## src/rtl/ulpi_seq_pkg.sv

```systemverilog
package ulpi_seq_pkg;

   typedef enum logic [3:0] {
      ST_IGNORE,
      ST_WAIT_REL,
      ST_TURN,
      ST_IDLE,
      ST_CMD,
      ST_DAT,
      ST_STP,
      ST_WAIT_RX,
      ST_RX,
      ST_TURN_RX,
      ST_READY,
      ST_FAIL
   } seq_state_t;

   localparam logic [7:0] TXCMD_REGWR_BASE = 8'h80;

   function automatic logic [7:0] regwr_cmd(input logic [5:0] addr);
      return TXCMD_REGWR_BASE | {2'b00, addr};
   endfunction

endpackage

```

## src/rtl/ulpi_dir_edge.sv

```systemverilog
module ulpi_dir_edge (
   input  logic clk,
   input  logic rst_n,
   input  logic dir,
   output logic dir_fall
);
   logic dir_q;

   always_ff @(posedge clk) begin
      if (!rst_n) dir_q <= 1'b0;
      else        dir_q <= dir;
   end

   assign dir_fall = dir_q & ~dir;
endmodule

```

## src/rtl/ulpi_cycle_ctr.sv

```systemverilog
module ulpi_cycle_ctr #(
   parameter int W = 8
) (
   input  logic         clk,
   input  logic         rst_n,
   input  logic         clr,
   input  logic         en,
   input  logic [W-1:0] limit,
   output logic         hit
);
   logic [W-1:0] cnt;
   logic [W:0]   cnt_next;

   initial begin : p_chk_w
      assert (W >= 1) else $error("ulpi_cycle_ctr: W must be at least 1");
   end

   assign cnt_next = {1'b0, cnt} + (W+1)'(1);
   assign hit      = cnt_next >= {1'b0, limit};

   always_ff @(posedge clk) begin
      if (!rst_n)          cnt <= '0;
      else if (clr)        cnt <= '0;
      else if (en && !hit) cnt <= cnt_next[W-1:0];
   end

   a_r10_cnt_cleared: assert property (@(posedge clk) disable iff (!rst_n)
      clr |=> (cnt == '0));
endmodule

```

## src/rtl/ulpi_tx_drive.sv

```systemverilog
module ulpi_tx_drive
   import ulpi_seq_pkg::*;
#(
   parameter logic [7:0] CMD_BYTE = 8'h85,
   parameter logic [7:0] DAT_BYTE = 8'h20
) (
   input  seq_state_t state,
   input  logic       dir,
   output logic [7:0] data_o,
   output logic       data_oe,
   output logic       stp
);
   logic drive_req;
   logic stp_req;

   always_comb begin
      data_o    = 8'h00;
      drive_req = 1'b0;
      stp_req   = 1'b0;
      unique case (state)
         ST_IDLE, ST_WAIT_RX, ST_READY, ST_FAIL: drive_req = 1'b1;
         ST_CMD: begin drive_req = 1'b1; data_o = CMD_BYTE; end
         ST_DAT: begin drive_req = 1'b1; data_o = DAT_BYTE; end
         ST_STP: begin drive_req = 1'b1; stp_req = 1'b1; end
         default: ;
      endcase
   end

   assign data_oe = drive_req & ~dir;
   assign stp     = stp_req & ~dir;
endmodule

```

## src/rtl/ulpi_bringup_seq.sv

```systemverilog
module ulpi_bringup_seq
   import ulpi_seq_pkg::*;
#(
   parameter int         IGNORE_CYCLES = 16,
   parameter int         TMO_W         = 16,
   parameter int         DATA_W        = 8,
   parameter int         PHY_RST_ADDR  = 5,
   parameter logic [7:0] PHY_RST_DATA  = 8'h20
) (
   input  logic              clk,
   input  logic              rst_n,
   input  logic              ulpi_dir,
   input  logic              ulpi_nxt,
   output logic [DATA_W-1:0] ulpi_data_o,
   output logic              ulpi_data_oe,
   output logic              ulpi_stp,
   input  logic [TMO_W-1:0]  tmo_limit,
   output logic              bus_ready,
   output logic              tmo_err
);
   localparam int         IGN_W    = (IGNORE_CYCLES < 2) ? 1 : $clog2(IGNORE_CYCLES + 1);
   localparam logic [5:0] RST_ADDR = PHY_RST_ADDR[5:0];
   localparam logic [7:0] CMD_BYTE = regwr_cmd(RST_ADDR);

   initial begin : p_param_chk
      assert (DATA_W == 8)        else $error("ulpi_bringup_seq: DATA_W must be 8");
      assert (PHY_RST_ADDR >= 0 && PHY_RST_ADDR < 64)
                                  else $error("ulpi_bringup_seq: address must fit in 6 bits");
      assert (IGNORE_CYCLES >= 0) else $error("ulpi_bringup_seq: IGNORE_CYCLES negative");
      assert (TMO_W >= 1)         else $error("ulpi_bringup_seq: TMO_W must be at least 1");
   end

   seq_state_t state, state_nx;
   logic       dir_fall;
   logic       ign_hit;
   logic       tmo_hit;
   logic [7:0] data_byte;

   ulpi_dir_edge u_edge (
      .clk      (clk),
      .rst_n    (rst_n),
      .dir      (ulpi_dir),
      .dir_fall (dir_fall)
   );

   generate
      if (IGNORE_CYCLES <= 1) begin : g_ign_short
         assign ign_hit = 1'b1;
      end else begin : g_ign_ctr
         ulpi_cycle_ctr #(.W(IGN_W)) u_ign (
            .clk   (clk),
            .rst_n (rst_n),
            .clr   (1'b0),
            .en    (state == ST_IGNORE),
            .limit (IGNORE_CYCLES[IGN_W-1:0]),
            .hit   (ign_hit)
         );
      end
   endgenerate

   ulpi_cycle_ctr #(.W(TMO_W)) u_tmo (
      .clk   (clk),
      .rst_n (rst_n),
      .clr   (state != ST_WAIT_RX),
      .en    (state == ST_WAIT_RX),
      .limit (tmo_limit),
      .hit   (tmo_hit)
   );

   always_comb begin
      state_nx = state;
      unique case (state)
         ST_IGNORE:   if (ign_hit) state_nx = ST_WAIT_REL;
         ST_WAIT_REL: if (dir_fall) state_nx = ST_TURN;
         ST_TURN:     state_nx = ulpi_dir ? ST_WAIT_REL : ST_IDLE;
         ST_IDLE:     state_nx = ulpi_dir ? ST_WAIT_REL : ST_CMD;
         ST_CMD: begin
            if (ulpi_dir)      state_nx = ST_WAIT_REL;
            else if (ulpi_nxt) state_nx = ST_DAT;
         end
         ST_DAT: begin
            if (ulpi_dir)      state_nx = ST_WAIT_REL;
            else if (ulpi_nxt) state_nx = ST_STP;
         end
         ST_STP:      state_nx = ST_WAIT_RX;
         ST_WAIT_RX: begin
            if (ulpi_dir)     state_nx = ST_RX;
            else if (tmo_hit) state_nx = ST_FAIL;
         end
         ST_RX:       if (!ulpi_dir) state_nx = ST_TURN_RX;
         ST_TURN_RX:  state_nx = ulpi_dir ? ST_RX : ST_READY;
         ST_READY:    state_nx = ST_READY;
         ST_FAIL:     state_nx = ST_FAIL;
         default:     state_nx = ST_IGNORE;
      endcase
   end

   always_ff @(posedge clk) begin
      if (!rst_n) state <= ST_IGNORE;
      else        state <= state_nx;
   end

   ulpi_tx_drive #(.CMD_BYTE(CMD_BYTE), .DAT_BYTE(PHY_RST_DATA)) u_drv (
      .state   (state),
      .dir     (ulpi_dir),
      .data_o  (data_byte),
      .data_oe (ulpi_data_oe),
      .stp     (ulpi_stp)
   );

   assign ulpi_data_o = data_byte;
   assign bus_ready   = (state == ST_READY);
   assign tmo_err     = (state == ST_FAIL);

   a_r7_stp_single: assert property (@(posedge clk) disable iff (!rst_n)
      ulpi_stp |=> !ulpi_stp);

   a_r9_ready_sticky: assert property (@(posedge clk) disable iff (!rst_n)
      bus_ready |=> bus_ready);

   a_r10_err_sticky: assert property (@(posedge clk) disable iff (!rst_n)
      tmo_err |=> (tmo_err && !bus_ready));

   a_r6_cmd_hold: assert property (@(posedge clk) disable iff (!rst_n)
      (state == ST_CMD && !ulpi_dir && !ulpi_nxt) |=> (ulpi_data_o == CMD_BYTE));

   a_r5_idle_after_turn: assert property (@(posedge clk) disable iff (!rst_n)
      (state == ST_IDLE) |-> ($past(state) == ST_TURN));

   a_r8_abort_release: assert property (@(posedge clk) disable iff (!rst_n)
      ((state == ST_CMD || state == ST_DAT) && ulpi_dir) |=> (state == ST_WAIT_REL));
endmodule

```

## config.mk

```make
export PLATFORM = sky130hd
export DESIGN_NAME = ulpi_bringup_seq
export DESIGN_NICKNAME = d
export VERILOG_FILES = /design/src/rtl/ulpi_seq_pkg.sv /design/src/rtl/ulpi_dir_edge.sv /design/src/rtl/ulpi_cycle_ctr.sv /design/src/rtl/ulpi_tx_drive.sv /design/src/rtl/ulpi_bringup_seq.sv
export SDC_FILE = /design/constraint.sdc
export NUM_CORES = 1
export LEC_CHECK = 0
export CAP_MARGIN = 20
export CORE_ASPECT_RATIO = 0.8
export CORE_MARGIN = 1.5
export CORE_UTILIZATION = 60
export CTS_CLUSTER_SIZE = 8
export DETAILED_ROUTE_END_ITERATION = 7
export DONT_BUFFER_PORTS = 1
export PLACE_DENSITY = 0.85
export SLEW_MARGIN = 40
export SYNTH_ARGS = -nofsm -noshare
export SYNTH_HDL_FRONTEND = slang
export SYNTH_SLANG_ARGS = --single-unit
```

## constraint.sdc

```tcl
create_clock -name clk -period 9.09 [get_ports clk]
set_clock_uncertainty 0.2 [all_clocks]
set_input_delay 0.909 -clock clk [delete_from_list [all_inputs] [get_ports clk]]
set_output_delay 0.909 -clock clk [all_outputs]
set_load 0.03 [all_outputs]
```

==> summary.md <==
| Metric | Value |
|---|---|
| Routability Congestion | 0.8277 |
| Util after Layout | 0.6733 |
| Routed via count | 1789 |
| Setup WS pre-CTS | 5.162 ns |
| Clock Tree Buf Depth | 2 |
| Hold slack | 0.2505 ns |
| Initial core utilization | 0.6518 |
| Crit path launch type | flop |
| 1st-iter DRT viols | between 80 and 90 |
| Crit path kind | reg2reg |
| CTS tree | done |
| Resize count post-CTS | 0 |
| Share of the synthesized area in the top cell type | 0.2497 |
| PD cells | 111.3 nW/um2 |
| Max FO, Critical Path | 25 |
| Total routed wirelength | ~4000 um |
| Final slew viol count | 0 |
| Status | finished, final reports clean |
| Via density | 6.148 |
| Critical path's slowest cell | or4_1 |
| Drt wl/cell | roughly 13 um |
| Synth area leader | dfxtp_1 |
| Ys Warns | 0 |
| Wire length of the first global-routing pass | between 6000 and 7000 um |
| I/O pins | 32 |
| Synth area leaders | dfxtp_1 25%, ha_1 11%, or4_1 5.0% |
| Worst R2R Start | u_tmo.cnt[0] |
| Core box area | 3198 um2 |
| Cell area after synthesis | around 2100 um2 |
| Pin count of the biggest net entering global routing | 34 |
| Die Span X | between 60 and 70 um |
| Gate power share | 0.089 |
| Syn Inst Count | 262 |
| Die footprint | 3839 um2 |
| Clk_lat worst skew | 0.27 ns |
| Achievable Freq | 0.2545 GHz |
| Sequential fraction of the synthesis area | 0.2497 |
| Final min period | ~3.9 ns |
| Final setup violation count | 0 |
| Worst Hold Depth | 2 |
| P_int | 0.1863 mW |
| Net Sw Frac | 0.2228 |
| Clock network fraction of total power | 0.404 |
| Post-synthesis register bit count | 26 |
| Area growth from synthesis to layout | 3.302% |
| Router iterations before antenna repair | 4 |
| Avg Cell Area, Syn | 7.956 um2 |
| Initial antenna violation count | 0 |
| CP endpoint kind | flop |
| # diodes | 0 |
| Die H | 55.72 um |
| CP cell instances | ha_1, nand3_2, nor4_4, nand2_1, xnor2_1, ha_1, a21o_1, a2111oi_4, nand2_2, or4_1, a21oi_1 |
| Hold EP | g_ign_ctr.u_ign.cnt[4] |
| Cell repeated most along the worst path | ha_1 |
| Rows | 18 |
| Share of layout cells above drive strength 1 | 0.07570 |
| Leakage | 0.8971 nW |
| Slew margin rel. | 0.5778 |
| Worst-path clk slew | 0.09 ns |
| Clock H-tree levels | 1 |
| Hpwl dp | 2873 um |
| Worst r2r dst | u_tmo.cnt[15] |
| Max Cap Violations | 0 |
| ANT nets after route | 0 |
| Largest stage delay, worst path | roughly 0.55 ns |
| Worst Min Path Start | g_ign_ctr.u_ign.cnt[4] |
| Root buffer cell | clkbuf_8 |
| IO Port Bufs | 0 |
| Part of the power in registers | 0.507 |
| Setup TNS | 0 ns |
| CP startpoint | u_tmo.cnt[0] |
| Hold WC Path Type | reg2reg |
| Gr ovfl total | 0 |
| Final Hold Vio Count | 0 |
| R2r worst-path depth | 11 |
| Final net count | 290 |
| DR DRC count | 0 |
| Net Sw Power | around 0.053 mW |
| FF-to-FF setup slack | ~5.2 ns |
| WP data arrival | 3.92 ns |
| Final worst slack | 5.161 ns |
| Total number of clock tree sinks | 26 |
| RSZ-0062 raised after global routing | no |
| CTS buffer count | 3 |
| Synth cell types | 49 |
| Hold-fix buffers, CTS | 0 |
| Peak VDD IR | 65.68 uV |
| Vias in the first global route | between 1500 and 2000 |
| Final worst-path cycle share | 0.4322 |
| CP Data Required Time | 9.08 ns |
| Worst slew pin tran | 0.6254 ns |
| Postcts setup bufs | 0 |
| Total GRT Usage | 0.2181 |
critical path, delay by kind of cell, from the launching register on:
family                   cells  cell delay [ns]
AND/OR/NAND/NOR              5             1.66
XOR/XNOR                     1             0.17
AO/OA/AOI/OAI                3             0.84
flip-flops                   1             0.41
adder cells (fa/ha/maj)      2             0.55
worst max-delay path by stage:
stage,end,slack (ns),depth (start not counted)
CTS,u_tmo.cnt[4],5.15,11
floorplan,u_tmo.cnt[14],5.61,12
finish,u_tmo.cnt[15],5.16,11
detailed placement,u_tmo.cnt[15],5.16,11
global route,u_tmo.cnt[4],4.82,11
global placement,u_tmo.cnt[6],5.29,11
sequential cells by signal (all words and copies together), names as in the netlist:
name and count:
u_edge.dir_q 1, u_tmo.cnt 16, g_ign_ctr.u_ign.cnt 5, state 4
synth_stat cells, drive strengths merged:
cell type / count
dfxtp: 26
a21oi: 20
nand2: 20
ha: 18
inv: 18
nand3: 16
nor2: 15
or4: 14
clkbuf: 11
o31ai: 11
xnor2: 11
buf: 10
o21ai: 8
and2: 7
xor2: 7
nor3: 6
o211ai: 6
a21o: 4
nand2b: 3
nand4: 3
nor2b: 3
nor4: 3
or3: 3
a22oi: 2
o21a: 2
a2111oi: 1
a21boi: 1
a221o: 1
a31oi: 1
and3: 1
and4: 1
conb: 1
mux2i: 1
nor3b: 1
nor4b: 1
nor4bb: 1
o221a: 1
o22ai: 1
o311ai: 1
or2: 1
power groups by stage:
stage | combinational [mW] | sequential [mW] | clock (mW)
detailed placement | 0.0215 | 0.124 | 0
CTS | 0.0215 | 0.122 | 0.0978
finish | 0.0213 | 0.121 | 0.0969
global placement | 0.0205 | 0.124 | 0
global route | 0.0250 | 0.122 | 0.104
floorplan | 0.0229 | 0.122 | 0
stage by stage:
stage | total power [mW] | area [um2] | std cells
final | 0.2397 | 2153 | 291
after global routing | 0.2515 | 2153 | 291
after CTS | 0.2409 | 2153 | 291
after detailed placement | 0.1456 | 2082 | 287
after global placement | 0.1443 | 2063 | 287
after floorplan | 0.1445 | 2096 | 265
routing by layer:
metal / wire length (um) / GRT usage / vias to the layer above / share of wire
met1: 2021 / 0.3295 / 808 / 0.52
met5: 0 / 0 / - / 0
met3: 201 / 0.01822 / 5 / 0.051
met2: 1637 / 0.3297 / 59 / 0.42
li1: - / - / 917 / -
met4: 49 / 0.05882 / 0 / 0.013
placed cells by master (no fill, tap or decap), drive strengths merged, types with 2 or more instances in the layout:
cell type	netlist	final
nand4	3	3
dfxtp	26	26
o211ai	6	6
xnor2	11	11
a21o	4	4
a21oi	20	20
buf	10	3
or3	3	3
o21ai	8	8
nand2b	3	3
nor3	6	6
o31ai	11	11
clkbuf	11	3
inv	18	18
nand2	20	20
o21a	2	2
and2	7	7
conb	1	4
nor2	15	15
nor4	3	3
nor2b	3	3
or4	14	14
nand3	16	16
xor2	7	7
a22oi	2	2
ha	18	18
cell type report:
cell class	instances	area, um2
Sequential cell	26	520.5
Fill cell	272	1045
Multi-Input combinational cell	200	1414
Timing Repair Buffer	3	30.03
Inverter	18	67.56
Clock buffer	3	41.29
Clock inverter	1	30.03
Tap cell	40	50.05
cells by family (layout without fill, tap and decap cells):
logic type      after synthesis  count (layout)  synth area share
compound gates               60              60            0.1945
xor+xnor                     18              18           0.07563
fa+ha+maj                    18              18            0.1080
buf+inv                      39              25           0.08943
flops                        26              26            0.2497
mux                           1               1          0.004802
other cells                   1               4          0.001799
simple gates                 99              99            0.2761
No activity file was read; power rests on OpenSTA's default activity.
